<file path="src/rtl/wrx_pkg.sv">
package wrx_pkg;

  typedef enum logic [1:0] {
    BURST_FIXED = 2'b00,
    BURST_INCR  = 2'b01,
    BURST_WRAP  = 2'b10
  } burst_e;

  typedef enum logic [1:0] {
    ST_IDLE,
    ST_DATA,
    ST_RESP
  } state_e;

  localparam logic [1:0] RESP_OKAY   = 2'b00;
  localparam logic [1:0] RESP_SLVERR = 2'b10;

endpackage

</file>
<file path="src/rtl/wrx_addr_gen.sv">
// Beat address sequencer and per-beat legal lane window.
module wrx_addr_gen
  import wrx_pkg::*;
#(
  parameter int ADDR_W = 8,
  parameter int LANES  = 4,
  parameter int LEN_W  = 8,
  localparam int LANE_BITS = $clog2(LANES)
) (
  input  logic                  clk,
  input  logic                  rst,
  input  logic                  load,
  input  logic [ADDR_W-1:0]     start_addr,
  input  logic [2:0]            size,
  input  logic [1:0]            burst,
  input  logic [LEN_W-1:0]      len,
  input  logic                  step,
  output logic [ADDR_W-LANE_BITS-1:0] word_idx,
  output logic [LANES-1:0]      legal_lanes,
  output logic                  size_bad
);

  localparam logic [ADDR_W-1:0]  ONE_A = ADDR_W'(1);
  localparam logic [LANE_BITS:0] ONE_L = (LANE_BITS+1)'(1);

  logic [ADDR_W-1:0] cur_addr;
  logic [2:0]        size_q;
  burst_e            burst_q;
  logic [ADDR_W-1:0] wrap_mask_q;

  logic [ADDR_W-1:0] nbytes, aligned, next_incr, next_wrap, next_addr;
  logic [LANE_BITS:0] lo_lane, hi_lane;

  always_comb begin
    nbytes    = ONE_A << size_q;
    aligned   = cur_addr & ~(nbytes - ONE_A);
    next_incr = aligned + nbytes;
    next_wrap = (cur_addr & ~wrap_mask_q) | (next_incr & wrap_mask_q);
    case (burst_q)
      BURST_FIXED: next_addr = cur_addr;
      BURST_WRAP:  next_addr = next_wrap;
      default:     next_addr = next_incr;
    endcase
    size_bad = size_q > 3'(LANE_BITS);
    lo_lane  = {1'b0, cur_addr[LANE_BITS-1:0]};
    hi_lane  = {1'b0, aligned[LANE_BITS-1:0]} + nbytes[LANE_BITS:0] - ONE_L;
  end

  for (genvar n = 0; n < LANES; n++) begin : g_window
    assign legal_lanes[n] = !size_bad
                         && (lo_lane <= (LANE_BITS+1)'(n))
                         && ((LANE_BITS+1)'(n) <= hi_lane);
  end

  assign word_idx = cur_addr[ADDR_W-1:LANE_BITS];

  always_ff @(posedge clk) begin
    if (rst) begin
      cur_addr    <= '0;
      size_q      <= '0;
      burst_q     <= BURST_INCR;
      wrap_mask_q <= '0;
    end else if (load) begin
      cur_addr    <= start_addr;
      size_q      <= size;
      burst_q     <= burst_e'(burst);
      wrap_mask_q <= ((ADDR_W'(len) + ONE_A) << size) - ONE_A;
    end else if (step) begin
      cur_addr    <= next_addr;
    end
  end

endmodule

</file>
<file path="src/rtl/wrx_beat_track.sv">
// Counts accepted beats and judges the final-beat marker.
module wrx_beat_track #(
  parameter int LEN_W = 8
) (
  input  logic             clk,
  input  logic             rst,
  input  logic             load,
  input  logic [LEN_W-1:0] len,
  input  logic             beat,
  input  logic             last_in,
  output logic             final_beat,
  output logic             last_err
);

  logic [LEN_W-1:0] count_q;
  logic [LEN_W-1:0] len_q;

  assign final_beat = (count_q == len_q);
  // early marker or missing marker
  assign last_err   = final_beat ? !last_in : last_in;

  always_ff @(posedge clk) begin
    if (rst) begin
      count_q <= '0;
      len_q   <= '0;
    end else if (load) begin
      count_q <= '0;
      len_q   <= len;
    end else if (beat) begin
      count_q <= count_q + LEN_W'(1);
    end
  end

endmodule

</file>
<file path="src/rtl/wrx_byte_mem.sv">
// One byte-wide array per lane so each maps to its own RAM column.
module wrx_byte_mem #(
  parameter int LANES = 4,
  parameter int WORDS = 64,
  localparam int IDX_W = $clog2(WORDS)
) (
  input  logic               clk,
  input  logic [LANES-1:0]   we,
  input  logic [IDX_W-1:0]   waddr,
  input  logic [8*LANES-1:0] wdata,
  input  logic [IDX_W-1:0]   raddr,
  output logic [8*LANES-1:0] rdata
);

  for (genvar i = 0; i < LANES; i++) begin : g_lane
    logic [7:0] lane_mem [WORDS];
    logic [7:0] q;

    always_ff @(posedge clk) begin
      if (we[i]) lane_mem[waddr] <= wdata[8*i +: 8];
    end

    always_ff @(posedge clk) begin
      q <= lane_mem[raddr];
    end

    assign rdata[8*i +: 8] = q;
  end

endmodule

</file>
<file path="src/rtl/wrx_burst_recv.sv">
module wrx_burst_recv
  import wrx_pkg::*;
#(
  parameter int DATA_W    = 32,
  parameter int MEM_WORDS = 64,
  parameter int LEN_W     = 8,
  localparam int LANES     = DATA_W / 8,
  localparam int LANE_BITS = $clog2(LANES),
  localparam int IDX_W     = $clog2(MEM_WORDS),
  localparam int ADDR_W    = IDX_W + LANE_BITS
) (
  input  logic              clk,
  input  logic              rst,
  input  logic              req_valid,
  output logic              req_ready,
  input  logic [ADDR_W-1:0] req_addr,
  input  logic [LEN_W-1:0]  req_len,
  input  logic [2:0]        req_size,
  input  logic [1:0]        req_burst,
  input  logic              wr_valid,
  output logic              wr_ready,
  input  logic [DATA_W-1:0] wr_data,
  input  logic [LANES-1:0]  wr_strb,
  input  logic              wr_last,
  output logic              rsp_valid,
  input  logic              rsp_ready,
  output logic [1:0]        rsp_code,
  input  logic [IDX_W-1:0]  rd_addr,
  output logic [DATA_W-1:0] rd_data
);

  state_e     state_q, state_d;
  logic       req_ready_q, wr_ready_q, rsp_valid_q;
  logic [1:0] rsp_code_q;
  logic       err_q;

  logic req_fire, beat_fire, rsp_fire, done_beat;
  logic [IDX_W-1:0] word_idx;
  logic [LANES-1:0] legal_lanes, mem_we;
  logic size_bad, final_beat, last_err, strb_err, beat_err;

  assign req_fire  = req_valid && req_ready_q;
  assign beat_fire = wr_valid && wr_ready_q;
  assign rsp_fire  = rsp_valid_q && rsp_ready;
  assign done_beat = beat_fire && final_beat;

  wrx_addr_gen #(
    .ADDR_W (ADDR_W),
    .LANES  (LANES),
    .LEN_W  (LEN_W)
  ) addr_i (
    .clk         (clk),
    .rst         (rst),
    .load        (req_fire),
    .start_addr  (req_addr),
    .size        (req_size),
    .burst       (req_burst),
    .len         (req_len),
    .step        (beat_fire),
    .word_idx    (word_idx),
    .legal_lanes (legal_lanes),
    .size_bad    (size_bad)
  );

  wrx_beat_track #(
    .LEN_W (LEN_W)
  ) track_i (
    .clk        (clk),
    .rst        (rst),
    .load       (req_fire),
    .len        (req_len),
    .beat       (beat_fire),
    .last_in    (wr_last),
    .final_beat (final_beat),
    .last_err   (last_err)
  );

  assign strb_err = |(wr_strb & ~legal_lanes);
  assign beat_err = strb_err || last_err || size_bad;
  assign mem_we   = beat_fire ? (wr_strb & legal_lanes) : '0;

  wrx_byte_mem #(
    .LANES (LANES),
    .WORDS (MEM_WORDS)
  ) mem_i (
    .clk   (clk),
    .we    (mem_we),
    .waddr (word_idx),
    .wdata (wr_data),
    .raddr (rd_addr),
    .rdata (rd_data)
  );

  always_comb begin
    state_d = state_q;
    case (state_q)
      ST_IDLE: if (req_fire)  state_d = ST_DATA;
      ST_DATA: if (done_beat) state_d = ST_RESP;
      ST_RESP: if (rsp_fire)  state_d = ST_IDLE;
      default:                state_d = ST_IDLE;
    endcase
  end

  always_ff @(posedge clk) begin
    if (rst) begin
      state_q     <= ST_IDLE;
      req_ready_q <= 1'b1;
      wr_ready_q  <= 1'b0;
      rsp_valid_q <= 1'b0;
      rsp_code_q  <= RESP_OKAY;
      err_q       <= 1'b0;
    end else begin
      state_q     <= state_d;
      req_ready_q <= (state_d == ST_IDLE);
      wr_ready_q  <= (state_d == ST_DATA);
      rsp_valid_q <= (state_d == ST_RESP);
      if (req_fire)                   err_q <= 1'b0;
      else if (beat_fire && beat_err) err_q <= 1'b1;
      if (done_beat)
        rsp_code_q <= (err_q || beat_err) ? RESP_SLVERR : RESP_OKAY;
    end
  end

  assign req_ready = req_ready_q;
  assign wr_ready  = wr_ready_q;
  assign rsp_valid = rsp_valid_q;
  assign rsp_code  = rsp_code_q;

endmodule

</file>
<file path="config.mk">
export PLATFORM = sky130hd
export DESIGN_NAME = wrx_burst_recv
export DESIGN_NICKNAME = d
export VERILOG_FILES = /design/src/rtl/wrx_pkg.sv /design/src/rtl/wrx_addr_gen.sv /design/src/rtl/wrx_beat_track.sv /design/src/rtl/wrx_byte_mem.sv /design/src/rtl/wrx_burst_recv.sv
export SDC_FILE = /design/constraint.sdc
export NUM_CORES = 2
export LEC_CHECK = 0
export BUFFER_PORTS_ARGS = -buffer_cell sky130_fd_sc_hd__buf_2
export CORE_ASPECT_RATIO = 0.75
export CORE_MARGIN = 2
export CORE_UTILIZATION = 44
export CTS_CLUSTER_SIZE = 20
export DETAILED_ROUTE_END_ITERATION = 8
export GPL_ROUTABILITY_DRIVEN = 0
export PLACE_DENSITY = 0.56
export SKIP_CTS_REPAIR_TIMING = 1
export SYNTH_ARGS = -nofsm -noshare
export SYNTH_HDL_FRONTEND = slang
export SYNTH_SLANG_ARGS = --single-unit
</file>
<file path="constraint.sdc">
create_clock -name clk -period 8.83 [get_ports clk]
set_clock_uncertainty 0.05 [all_clocks]
set_input_delay 1.3245 -clock clk [delete_from_list [all_inputs] [get_ports clk]]
set_output_delay 1.3245 -clock clk [all_outputs]
set_load 0.01 [all_outputs]
</file>
After elaboration in Yosys (flattened, before gate mapping):

Memories as Yosys holds them, arrays and structs flattened. A register that Yosys moved wholly into a read port is not among the register bits.
Index checks and enable logic that the tools add are counted.

* equal/unequal tests: 7
* multiplexer cells: 18
* add/sub/neg operators: 7
* magnitude comparators: 9
* multiply operators: 0
* div/mod/pow operators: 0
* bitwise gates (word level): 9
* reduce and logical (&&, ||, !) cells: 25
* shifts and indexed selects: 2

Operators by type and width (count)
* bitwise AND 8 bit: 3
* adder 8 x 1 -> 8 bit (second input constant): 2
* 2-to-1 mux 8 bit: 2
* NOT 8 bit: 2
* case mux 8 bit (2 select lines): 1
* subtractor 8 x 1 -> 8 bit (second input constant): 2
* logical AND 1 bit: 13
* 2-to-1 mux 1 bit: 9
* adder 8 bit: 1
* bitwise AND 4 bit: 2
* == test 8 bit: 1
* 2-to-1 mux 2 bit: 4
* OR 8 bit: 1
* left shift 1 x 3 -> 8 bit (first input constant): 1
* left shift 8 x 3 -> 8 bit: 1
* == test 2 bit (second input constant): 3
* less-or-equal comparator 1 x 3 -> 1 bit (first input constant): 2
* less-or-equal comparator 2 x 3 -> 1 bit (first input constant): 2
* logical NOT 2 bit: 3
* case mux 2 bit (3 select lines): 1
* == test 2 x 1 -> 1 bit (second input constant): 2
* less-or-equal comparator 2 x 1 -> 1 bit (second input constant): 2
* less-or-equal comparator 2 bit (second input constant): 2
* 2-to-1 mux 4 bit: 1
* 11 further kinds: 14

* bits in read-only memories: 0
* memories: 4
* input bits: 69
* bits in registers: 45
* latch bits: 0
* memory bits (writable): 2048
* word-level logic and storage cells: 93

Memory list
* mem_i.g_lane[0].lane_mem: words 64, width 8, read ports 1, clocked after memory_dff 1, wr ports 1, RTL line wrx_byte_mem.sv:16 `logic [7:0] lane_mem [WORDS];`
* mem_i.g_lane[1].lane_mem: words 64, width 8, read ports 1, clocked after memory_dff 1, wr ports 1, RTL line wrx_byte_mem.sv:16
* mem_i.g_lane[2].lane_mem: words 64, width 8, read ports 1, clocked after memory_dff 1, wr ports 1, RTL line wrx_byte_mem.sv:16
* mem_i.g_lane[3].lane_mem: words 64, width 8, read ports 1, clocked after memory_dff 1, wr ports 1, RTL line wrx_byte_mem.sv:16

Logic depth before layout (Yosys ltp):

* depth after elaboration: 15
* depth in mapped cells: 13
* mapped depth without buffers: 11

By module:

A second synthesis with hierarchy kept.

* cell total of the unflattened synthesis: 4192
* area total of the unflattened synthesis: 84069.4 sq um

Modules (own cells, without submodules)
* wrx_byte_mem: times used 1, sequential area each 62139.6 sq um, cells an instance 3806, area an instance 80972.7 sq um
* wrx_addr_gen: times used 1, sequential area each 420.4 sq um, cells an instance 275, area an instance 2006.9 sq um
* wrx_beat_track: times used 1, sequential area each 320.3 sq um, cells an instance 75, area an instance 720.7 sq um
* wrx_burst_recv: times used 1, sequential area each 140.1 sq um, cells an instance 36, area an instance 369.1 sq um

Worst setup path before layout:

No wires, ideal clock.

* path kind: input -> register
* start point: in rd_addr[0]
* end point: reg mem_i.g_lane[0].q[0] (read register of mem_i.g_lane[0].lane_mem)
* library setup time: 134 ps
* setup slack: 5209 ps
* required time: 8646 ps
* stages: 5
* arrival: 3437 ps
* cell sequence: buf_4 -> clkbuf_1 -> mux4_2 -> mux4_2 -> mux4_2

RTL lines
* start: declaration: RTL line wrx_burst_recv.sv:28 `input logic [IDX_W-1:0] rd_addr,`
* end: declaration: RTL line wrx_byte_mem.sv:17 `logic [7:0] q;`

==> impl_results.md <==
- Outcome: finished, final reports clean
- Row Count: 137
- Worst Setup Path Type: in2reg
- CTS buffer count: 199
- Max VDD drop: 162.4 uV
- GRT overflow: 0
- Relative slew slack: 0.1254
- Crit-path cells: buf_8, buf_12, buf_4, mux4_2, mux4_2, nor2b_1, a211oi_1, a21oi_1
- Final hold viol count: 0
- Fin crit period: 4301 ps
- Clk network pwr share: 0.412
- Root buffer cell: clkbuf_16
- P_leak: 0.02820 uW
- DP Wirelength: 129,600 um
- Sequential share of power: 0.537
- Combinational power share: 0.051
- Final worst slack: 4529 ps
- Pwr Density: 224.9 nW/um^2
- Required @ worst endpoint: 9440 ps
- Core box area: 186,200 sq um
- Post-synth EDFFs: 2,048
- Final Max Slew Viols: 0
- Initial DRC count: 4,963
- Post-route ant nets: 0
- Cells after synthesis: 3,726
- Die height: 378.9 um
- YS warnings: 0
- Area Growth Syn to Fin: 11.89%
- Area contributors post-synth: edfxtp_1 75%, mux4_2 18%, dfxtp_1 1.8%
- Die X: 503.9 um
- # H-tree levels: 4
- GRT Overall Usage: 0.2259
- Clk buf depth: 3
- Final Cycle Share: 0.4871
- CP Data Arrival Time: 4910 ps
- Initial antenna violation count: 20
- Routed vias/inst: 5.941
- Syn nets: 3,801
- Psw: 4419 uW
- Max Clock Freq: 232.5 MHz
- CP delay by family, top: buffers and inverters
- P_int: 16,330 uW
- Hold crit path type: reg2reg
- Synthesized area per cell: 22.13 sq um
- Max incr delay on CP: 780 ps
- CP max stage cell: a211oi_1
- Starting Density: 0.4430
- Critical Path Source Type: input pin
- Final nets: 3,961
- Max_cap viols: 0
- DRC: 0
- Share of the synthesized area in the top cell type: 0.7458
- Die ar.: 190,900 sq um
- Ratio of cells with drive above 1 in the final layout: 0.2767
- DP Worst Slack: 3681 ps
- Worst-Margin Slew: 1312 ps
- Critical path endpoint category: flip-flop
- WL final: 214,800 um
- Largest net degree at the start of global routing: 134
- # clock sinks: 2,124
- Port Buffers: 104
- CP most frequent cell: mux4_2
- Yosys reg bits: 2,124
- Worst Path Max Fanout: 69
- I/O pins: 106
- # setup viols final: 0
- Post-synth ARST share: 0
- Reg clk slew, reported paths: 60 ps
- Cell area after synthesis: 82,460 sq um
- Unrepaired setup endpoints after global routing: false
- CTS tree: built
- Switching power share of the total: 0.2129
- First-pass DRT Iterations: 7
- Netlist cell types: 57
- Seq/Total Area, Yosys: 0.7642
- Routed vias: 38,940
- Number of global-route vias before repair: 38,410
- Main flop type after synthesis: edfxtp_1
- Clk_lat worst skew: 830 ps
- Yosys top cell by area: edfxtp_1
- Buffers & Inverters on Critical Path: 3
- First-pass GRT wire length: 302,800 um
- DR WL/cell: 32.76 um
- Total negative slack: 0 ps
power groups by stage:
stage / Combinational (uW) / Clock, uW / Sequential, uW
6_report: 1060 / 8540 / 11100
5_1_grt: 1130 / 9060 / 11100
4_1_cts: 1070 / 8680 / 11200
3_5_place_dp: 1070 / 0 / 11400
3_3_place_gp: 1060 / 0 / 11400
2_1_floorplan: 616 / 0 / 11300
routing by layer:
| metal | up-vias | part of all wire | wire [um] | track usage |
|---|---|---|---|---|
| met5 | - | 0.00075 | 161 | 0.001768 |
| met4 | 20 | 0.023 | 4900 | 0.05366 |
| met3 | 299 | 0.083 | 17890 | 0.06070 |
| met2 | 1456 | 0.44 | 93960 | 0.3212 |
| met1 | 21280 | 0.46 | 97850 | 0.3475 |
| li1 | 15890 | - | - | - |
worst min-delay path: stages, from the launching register on:
cell and delay [ps]:
dfxtp_1 320, nand2_1 50, a21oi_1 50
cell usage after synthesis, types with 4 or more instances:
cell	instances
buf_2	50
nor2_1	304
clkbuf_1	123
ha_1	6
and2_1	7
dfxtp_1	76
nor2b_1	15
nor3b_1	7
mux4_2	660
a211oi_1	26
mux2i_1	17
inv_1	14
a21oi_1	48
xor2_1	10
and3_1	5
edfxtp_1	2048
nand2_1	122
buf_6	5
o211ai_1	6
a31oi_1	5
nand4_1	11
nand3_1	8
nand2b_1	5
buf_4	11
and3b_1	4
o21ai_0	21
buf_1	32
xnor2_1	17
nor3_1	18
registers in the layout, indices dropped and copies added, names as in the netlist, named ones only:
register	count
mem_i.g_lane.lane_mem	2048
mem_i.g_lane.q	32
addr_i.wrap_mask_q	8
track_i.count_q	8
track_i.len_q	8
addr_i.size_q	3
addr_i.burst_q	2
state_q	2
err_q	1
req_ready	1
rsp_code	1
rsp_valid	1
wr_ready	1
cell families (layout without fill, tap and decap cells):
group / count (synthesis) / after routing / share of synthesized area
flip-flops: 2124 / 2124 / 0.7642
multiplexers: 680 / 680 / 0.1827
AND/OR/NAND/NOR: 521 / 521 / 0.02672
buffers and inverters: 235 / 560 / 0.01241
AO/OA/AOI/OAI: 132 / 132 / 0.01011
XOR/XNOR: 27 / 27 / 0.002868
adder cells (fa/ha/maj): 6 / 6 / 0.0009103
other: 1 / 3 / 0.00004547
worst paths after layout:
path | from | to | slack [ps] | depth (start not counted)
worst max register to register | flip-flop | mem_i.g_lane[3].lane_mem[25][0] | 4640 | 3
worst max-delay path | rd_addr[0] | mem_i.g_lane[3].q[5] | 4530 | 8
worst min register to register | track_i.len_q[0] | track_i.len_q[0] | 420 | 2
worst min-delay path | track_i.len_q[0] | track_i.len_q[0] | 420 | 2
through the flow:
stage	total power (uW)	utilization	instance area, sq um	hold slack [ps]	cells
2_1_floorplan	11940	-	82460	375.4	3726
3_3_place_gp	12430	0.4612	85860	394.7	6187
3_5_place_dp	12440	0.4612	85860	408.8	6187
4_1_cts	20900	0.4956	92270	424.2	6553
5_1_grt	21340	0.4956	92270	445.3	6553
6_report	20750	0.4957	92270	419.9	6555
layout by cell type (no fill, tap or decap), drive strengths merged, types with 20 or more instances in the layout:
| cell type | synthesis | routed |
|---|---|---|
| mux4 | 660 | 660 |
| clkinv | 0 | 77 |
| a211oi | 26 | 26 |
| dfxtp | 76 | 76 |
| a21oi | 48 | 48 |
| edfxtp | 2048 | 2048 |
| nand2 | 122 | 122 |
| buf | 98 | 180 |
| nor2 | 304 | 304 |
| o21ai | 21 | 21 |
| inv | 14 | 20 |
| clkbuf | 123 | 262 |
cell type report:
cell class,instances,area (sq um)
clock inverters,104,979.7
inverters,14,52.55
well taps,2502,3131
flip-flops and latches,2124,63020
repair buffers,180,1217
clock buffers,262,5424
fillers,14940,93880
diodes,2,5.005
multi-input cells,1367,18440
(Power assumes the default switching activity.)
